===== config.mk =====
export PLATFORM = sky130hd
export DESIGN_NAME = sdram_cmd_guard
export DESIGN_NICKNAME = d
export VERILOG_FILES = /design/src/rtl/sdram_cmd_guard.sv
export SDC_FILE = /design/constraint.sdc
export NUM_CORES = 1
export LEC_CHECK = 0
export ABC_AREA = 1
export BUFFER_PORTS_ARGS = -buffer_cell sky130_fd_sc_hd__buf_2
export CAP_MARGIN = 20
export CORE_MARGIN = 2
export CORE_UTILIZATION = 48
export DETAILED_ROUTE_END_ITERATION = 8
export PLACE_DENSITY = 0.76
export SLEW_MARGIN = 20
export SYNTH_ARGS = -nofsm -noshare
export SYNTH_HDL_FRONTEND = slang
export SYNTH_SLANG_ARGS = --single-unit
export TNS_END_PERCENT = 20

===== constraint.sdc =====
create_clock -name clk -period 2.3 [get_ports clk]
set_input_delay 0.46 -clock clk [delete_from_list [all_inputs] [get_ports clk]]
set_output_delay 0.46 -clock clk [all_outputs]
set_load 0.03 [all_outputs]

===== src/rtl/sdram_cmd_guard.sv =====
module sdram_cmd_guard #(
  parameter int T_RCD = 3,
  parameter int T_RRD = 2,
  parameter int T_RP  = 3,
  parameter int T_RC  = 4,
  parameter int T_RSC = 2,
  parameter int T_RDL = 2,
  parameter int BURST = 4
) (
  input  logic       clk,
  input  logic       rst_n,
  input  logic       cke,
  input  logic       cs_n,
  input  logic       ras_n,
  input  logic       cas_n,
  input  logic       we_n,
  input  logic       ba,
  input  logic       a8,
  output logic [2:0] bank0_state,
  output logic [2:0] bank1_state,
  output logic [1:0] pwr_mode,
  output logic       all_idle,
  output logic       illegal,
  output logic [2:0] err_code
);

  localparam int M1   = (T_RCD > T_RRD) ? T_RCD : T_RRD;
  localparam int M2   = (M1 > T_RP) ? M1 : T_RP;
  localparam int M3   = (M2 > T_RC) ? M2 : T_RC;
  localparam int M4   = (M3 > T_RSC) ? M3 : T_RSC;
  localparam int TMAX = (M4 > BURST + T_RDL) ? M4 : BURST + T_RDL;
  localparam int CW   = $clog2(TMAX + 1);

  localparam logic [CW-1:0] L_RCD = CW'(T_RCD - 1);
  localparam logic [CW-1:0] L_RRD = CW'(T_RRD - 1);
  localparam logic [CW-1:0] L_RP  = CW'(T_RP - 1);
  localparam logic [CW-1:0] L_RC  = CW'(T_RC - 1);
  localparam logic [CW-1:0] L_RSC = CW'(T_RSC - 1);
  localparam logic [CW-1:0] L_WR  = CW'(BURST + T_RDL - 2);
  localparam logic [CW-1:0] L_RDA = CW'(BURST - 1);

  localparam logic [2:0] S_IDLE = 3'd0, S_ACTG = 3'd1, S_OPEN = 3'd2, S_WREC = 3'd3,
                         S_AUTO = 3'd4, S_PCHG = 3'd5, S_RFSH = 3'd6, S_MSET = 3'd7;
  localparam logic [1:0] M_RUN = 2'd0, M_PDN = 2'd1, M_SELF = 2'd2;
  localparam logic [2:0] E_NONE = 3'd0, E_BANK = 3'd1, E_RRD = 3'd2, E_COL = 3'd3,
                         E_PRE = 3'd4, E_IDLE = 3'd5, E_CKE = 3'd6, E_BUSY = 3'd7;

  logic [2:0]    st   [2];
  logic [CW-1:0] cnt  [2];
  logic [2:0]    eff  [2];
  logic [2:0]    nst  [2];
  logic [CW-1:0] ncnt [2];
  logic [CW-1:0] rrd;
  logic [1:0]    mode;
  logic          cke_q;
  logic [2:0]    code;

  function automatic logic [2:0] settle(input logic [2:0] s, input logic [CW-1:0] c);
    if (c != '0) return s;
    case (s)
      S_ACTG, S_WREC:         return S_OPEN;
      S_PCHG, S_RFSH, S_MSET: return S_IDLE;
      default:                return s;
    endcase
  endfunction

  function automatic logic pre_ok(input logic [2:0] s);
    return (s == S_IDLE) || (s == S_OPEN) || (s == S_PCHG);
  endfunction

  assign eff[0] = settle(st[0], cnt[0]);
  assign eff[1] = settle(st[1], cnt[1]);

  wire [2:0] op      = {ras_n, cas_n, we_n};
  wire       cmd_on  = (mode == M_RUN) && cke_q;
  wire       sel     = cmd_on && !cs_n;
  wire       is_mrs  = sel && (op == 3'b000);
  wire       is_ref  = sel && (op == 3'b001);
  wire       is_act  = sel && (op == 3'b011);
  wire       is_pre  = sel && (op == 3'b010);
  wire       is_rd   = sel && (op == 3'b101);
  wire       is_wr   = sel && (op == 3'b100);
  wire       any_cmd = sel && (op != 3'b111);
  wire       cke_fall = cmd_on && !cke;
  wire       sr_exit  = (mode == M_SELF) && cke;
  wire [2:0] tgt      = eff[ba];
  wire       both_idle = (eff[0] == S_IDLE) && (eff[1] == S_IDLE);
  wire       busy = (eff[0] == S_RFSH) || (eff[0] == S_MSET) ||
                    (eff[1] == S_RFSH) || (eff[1] == S_MSET);
  wire       ok = (code == E_NONE);

  always_comb begin
    code = E_NONE;
    if (busy && (any_cmd || cke_fall)) code = E_BUSY;
    else if (cke_fall) begin
      if (any_cmd && !is_ref) code = E_CKE;
      else if (!both_idle)    code = E_IDLE;
    end else if (is_act) begin
      if (tgt != S_IDLE)  code = E_BANK;
      else if (rrd != '0) code = E_RRD;
    end else if (is_rd || is_wr) begin
      if (tgt != S_OPEN && tgt != S_WREC) code = E_COL;
    end else if (is_pre) begin
      if (a8 ? !(pre_ok(eff[0]) && pre_ok(eff[1])) : !pre_ok(tgt)) code = E_PRE;
    end else if (is_ref || is_mrs) begin
      if (!both_idle) code = E_IDLE;
    end
  end

  always_comb begin
    for (int b = 0; b < 2; b++) begin
      nst[b]  = eff[b];
      ncnt[b] = (cnt[b] != '0) ? cnt[b] - CW'(1) : '0;
      if (st[b] == S_AUTO && cnt[b] == '0) begin
        nst[b] = S_PCHG; ncnt[b] = L_RP;
      end
      if (sr_exit) begin
        nst[b] = S_RFSH; ncnt[b] = L_RC;
      end else if (ok) begin
        if (is_ref && !cke_fall) begin
          nst[b] = S_RFSH; ncnt[b] = L_RC;
        end else if (is_mrs) begin
          nst[b] = S_MSET; ncnt[b] = L_RSC;
        end else if (is_act && ba == 1'(b)) begin
          nst[b] = S_ACTG; ncnt[b] = L_RCD;
        end else if (is_rd && ba == 1'(b) && a8) begin
          nst[b] = S_AUTO; ncnt[b] = L_RDA;
        end else if (is_wr && ba == 1'(b)) begin
          nst[b] = a8 ? S_AUTO : S_WREC; ncnt[b] = L_WR;
        end else if (is_pre && (a8 || ba == 1'(b)) && eff[b] == S_OPEN) begin
          nst[b] = S_PCHG; ncnt[b] = L_RP;
        end
      end
    end
  end

  always_ff @(posedge clk or negedge rst_n) begin
    if (!rst_n) begin
      st[0] <= S_IDLE; st[1] <= S_IDLE;
      cnt[0] <= '0;    cnt[1] <= '0;
      rrd <= '0;
      mode <= M_RUN;
      cke_q <= 1'b1;
      illegal <= 1'b0;
      err_code <= E_NONE;
    end else begin
      st[0] <= nst[0];   st[1] <= nst[1];
      cnt[0] <= ncnt[0]; cnt[1] <= ncnt[1];
      cke_q <= cke;
      illegal <= !ok;
      err_code <= code;
      if (ok && is_act)  rrd <= L_RRD;
      else if (rrd != '0) rrd <= rrd - CW'(1);
      case (mode)
        M_RUN:   if (cke_fall && ok) mode <= is_ref ? M_SELF : M_PDN;
        default: if (cke) mode <= M_RUN;
      endcase
    end
  end

  assign bank0_state = st[0];
  assign bank1_state = st[1];
  assign pwr_mode    = mode;
  assign all_idle    = (st[0] == S_IDLE) && (st[1] == S_IDLE) && (mode == M_RUN);

endmodule


# Word-level counts from Yosys, hierarchy flattened
# Cells that the tools add are included.
# word_totals
regBits,22
# op_classes
n_eq_ne,32
n_lt_le_gt_ge,1
add_sub_neg,3
muxes,69
n_bitwise,2
reduce_logical,77
# op_table
operator,n
3-bit two-way mux,57
"3-bit equality test, second input constant",17
1-bit logical AND,35
3-bit zero test,9
"3-bit by 2-bit equality test with 1-bit output, second input constant",7
1-bit logical OR,14
2-bit two-way mux,7
3-bit one-hot mux with 2 select lines,2
3-bit nonzero test,4
"3-bit by 1-bit equality test with 1-bit output, second input constant",3
"3-bit by 1-bit subtractor with 3-bit output, second input constant",3
1-bit zero test,7
"3-bit by 2-bit inequality test with 1-bit output, second input constant",2
3-bit OR reduction,2
2-bit nonzero test,2
2-bit OR reduction,2
1-bit two-way mux,3
"3-bit inequality test, second input constant",1
"2-bit equality test, second input constant",1
"2-bit greater-or-equal comparator, second input constant",1
2-bit zero test,1
"2-bit by 1-bit inequality test with 1-bit output, second input constant",1
1-bit NOT with 2-bit output,1
2-bit AND reduction,1
1-bit NOT,1

# Depth between registers and ports, before layout
# logic_depth
word_depth,22
mapped_depth,19

# Least setup slack after synthesis
# No wires, ideal clock.
# synth_timing
path_type,register to output
startpoint,"register st, in the netlist bank1_state[1]"
endpoint,output port all_idle
required_time_ns,1.840
t_arrival_ns,1.733
path_stages_with_launch,4
path_buffers,0
slack_ns,0.107
path_cell_list,dfrtp_1 > inv_1 > nand2_1 > nor4_1
# synth_between
elab_chain_len,3
# synth_lines
item,line,rtl
"start, declared",48,logic [2:0] st [2];
3-bit zero test,164,assign all_idle = (st[0] == S_IDLE) && (st[1] == S_IDLE) && (mode == M_RUN);
1-bit logical AND (2 in series),164,
"end, declared",22,"output logic all_idle,"
# Every way passes these cells.

==> results.sh <==
export IMPL_status="finished, violations left"
export IMPL_violations="setup timing"
export IMPL_slew_headroom=0.642
export IMPL_synth_top_area_share=0.282
export IMPL_cp_end_kind="flop"
export IMPL_synth_top_family_by_area="simple AND/OR/NAND/NOR gates"
export IMPL_slowest_delay_ns=0.41
export IMPL_grt_pass1_vias=1783
export IMPL_hold_ws_ns=0.145
export IMPL_drive_above_1_share=0.269
export IMPL_setup_violations=9
export IMPL_grt_pass1_wl_mm=8.02
export IMPL_cp_top_family="simple AND/OR/NAND/NOR gates"
export IMPL_core_sq_um=3690
export IMPL_synth_compound_area_share=0.0872
export IMPL_synth_cell_types=34
export IMPL_cts_sinks=22
export IMPL_insertedDiodeCount=0
export IMPL_cts_hold_buffers=0
export IMPL_clk_pin_slew_ns=0.08
export IMPL_place_hpwl_mm=3.72
export IMPL_syn2layout_area_growth_pct=22.3
export IMPL_dpl_cell_area_sq_um=2070
export IMPL_antenna_left=0
export IMPL_synthArstFlopShare=1.00
export IMPL_peakVddDrop_mv=0.787
export IMPL_skew_ns=0.00277
export IMPL_overflow=0
export IMPL_ios=22
export IMPL_synthTopCellsByArea="dfrtp_1 28%, nand2_1 21%, nand3_1 11%"
export IMPL_dr_pass1_iters=4
export IMPL_setup_slack_ns=-0.0502
export IMPL_yosysWarnings=0
export IMPL_finalInstanceArea_sq_um=2280
export IMPL_hold_viol_final=0
export IMPL_synth_area_per_cell_sq_um=6.28
export IMPL_h_tree_depth=1
export IMPL_finalCriticalPeriod_ns=2.35
export IMPL_critPathMaxFanout=7
export IMPL_synth_seq_area_share=0.296
export IMPL_die_w_um=66.3
export IMPL_yosys_area_share_simple=0.465
export IMPL_row_count=22
export IMPL_drtIter0Drc=134
export IMPL_synthesis_nets=312
export IMPL_synth_top_area_cell="dfrtp_1"
export IMPL_maxCapViolations=0
export IMPL_drt_wl_total_mm=5.04
export IMPL_cts_path_max_buffers=2
export IMPL_synth_area_sq_um=1870
export IMPL_fin_cells=379
export IMPL_dp_cells=370
export IMPL_min_period_over_period=1.02
export IMPL_synthMuxAreaShare=0
export IMPL_numPortBuffers=21
export IMPL_final_cell_mix="89 x nand2_1, 39 x nand3_1, 33 x inv_1"
export IMPL_synth_edf_count=0
export IMPL_post_drt_wl_per_cell_um=13.3
export IMPL_p_per_area_nw_per_um2=1480
export IMPL_antenna_found_initial=0
export IMPL_power_total_mw=3.37
export IMPL_final_common_cell="nand2_1"
export IMPL_synthCells=297
export IMPL_crit_type="flop to flop"
export IMPL_synth_fa_ha_area_frac=0.0402
export IMPL_tightest_slew_ns=0.536
export IMPL_ys_ff_latch=22
export IMPL_cts_root_buf="clkbuf_8"
export IMPL_synth_flop_cell="dfrtp_1"
export IMPL_die_area_sq_um=4400
export IMPL_cts_tree="built"
export IMPL_max_freq_ghz=0.425
export IMPL_rsz0062_at_grt="true"
export IMPL_grtUsageTotal=0.238
export IMPL_cp_required_ns=2.42
export IMPL_start_kind="flop"
export IMPL_start_util=0.506
export IMPL_via_count=2041
export IMPL_synth_xor_area_share=0.00939
export IMPL_path_cells="inv_2 > ha_4 > inv_4 > nor2_4 > nand2_4 > nand2_4 > nand4_1 > nand3_1 > nand2_1 > nor2_2 > nand2_2 > nor2_4 > nand3_4 > buf_6 > nand2_1 > nand3_1"
export IMPL_place_congestion=0.930
export IMPL_final_nets=347
export IMPL_cp_data_arrival_time_ns=2.48
export IMPL_viasPerCell=5.39
export IMPL_maxSlewViolCount=0
export IMPL_path_buf_inv=3
export IMPL_remaining_drc_errors=0
export IMPL_worstSkewPairLatency_ns=0.27
export IMPL_cts_made_buffers=3
export IMPL_hp_class="primary input to asynchronous set/reset pin"
export IMPL_slowest_stage="dfrtp_1"
export IMPL_grt_max_degree=23
export IMPL_p_leak_nw=1.30
export IMPL_fp_dieH_um=66.3
stage by stage:
step                setup WS [ns]  setup TNS [ns]   util
floorplan                   0.107               0      -
global route               -0.216           -2.43  0.618
CTS                       0.00105               0  0.585
global placement          -0.0127         -0.0165  0.560
finish                    -0.0502          -0.268  0.618
detailed placement        -0.0193         -0.0334  0.560
path summary, 6_finish.rpt:
path / end / cells past startpoint / startpoint / slack [ns]
hold / removal: bank0_state[0] / 1 / rst_n / 0.14
hold reg to reg: rrd[0] / 2 / rrd[0] / 0.52
min in group clk: cke_q / 1 / cke / 0.32
setup reg to reg: bank1_state[1] / 16 / cnt[3] / -0.05
max in group asynchronous: cke_q / 1 / rst_n / 1.80
setup / recovery: bank1_state[1] / 16 / cnt[3] / -0.05
worst register-to-register path, stage by stage, from the launching register on:
cell     delay [ns]
dfrtp_1        0.41
inv_2          0.09
ha_4           0.15
inv_4          0.04
nor2_4         0.17
nand2_4        0.10
nand2_4        0.09
nand4_1        0.19
nand3_1        0.14
nand2_1        0.09
nor2_2         0.12
nand2_2        0.08
nor2_4         0.11
nand3_4        0.14
buf_6          0.17
nand2_1        0.05
nand3_1        0.08
where the power goes:
part	switching [mW]	internal, mW	total, mW
Combinational	1.50	0.882	2.38
Sequential	0.134	0.574	0.709
Clock	0.130	0.153	0.283
state kept, by name, indices dropped and copies added (netlist names):
| register | cells |
|---|---|
| bank0_state | 3 |
| bank1_state | 3 |
| cke_q | 1 |
| cnt | 6 |
| err_code | 3 |
| illegal | 1 |
| pwr_mode | 2 |
| rrd | 3 |
cells in the mapped netlist (2+ instances only):
| cell type | count |
|---|---|
| nand2_2 | 3 |
| dfrtp_1 | 21 |
| inv_1 | 35 |
| o21ai_0 | 8 |
| nor4_1 | 2 |
| nand4_1 | 3 |
| buf_2 | 2 |
| o21a_1 | 3 |
| nand3_1 | 41 |
| nor2_4 | 3 |
| nor2_1 | 20 |
| o21ai_1 | 2 |
| nor3_2 | 2 |
| ha_1 | 6 |
| nor2_2 | 4 |
| inv_2 | 9 |
| nor3_1 | 5 |
| a21oi_1 | 9 |
| nand2_1 | 103 |
| o22ai_1 | 2 |
kinds of logic (layout without fill, tap and decap cells):
group	after synthesis	after routing
simple gates	191	191
fa+ha+maj	6	6
buf+inv	48	82
flops	22	22
compound gates	28	28
xor+xnor	2	2
what timing repair did:
| item | in CTS | in global routing |
|---|---|---|
| setup buffers | 0 | 4 |
| resized for setup | 10 | 28 |
| endpoints found under the setup margin | 9 | 17 |
| hold endpoints to repair | 0 | 0 |
| gates cloned | 1 | 0 |
| pin swaps | 3 | 15 |
layer usage:
layer / up-vias / track usage / routed length [um]
met1: 949 / 0.333 / 2270
li1: 1021 / - / -
met3: 10 / 0.0221 / 261
met2: 61 / 0.383 / 2440
met4: 0 / 0.0816 / 61
met5: - / 0 / 0
final cells by class:
cell class / instances / area (sq um)
clock buffer: 4 / 55.1
fill: 364 / 1410
inverter: 44 / 170
timing repair buffer: 34 / 210
sequential: 22 / 552
multi-input combinational: 227 / 1230
tap: 48 / 60.1
Note: power is estimated with default switching activity, not from simulation.
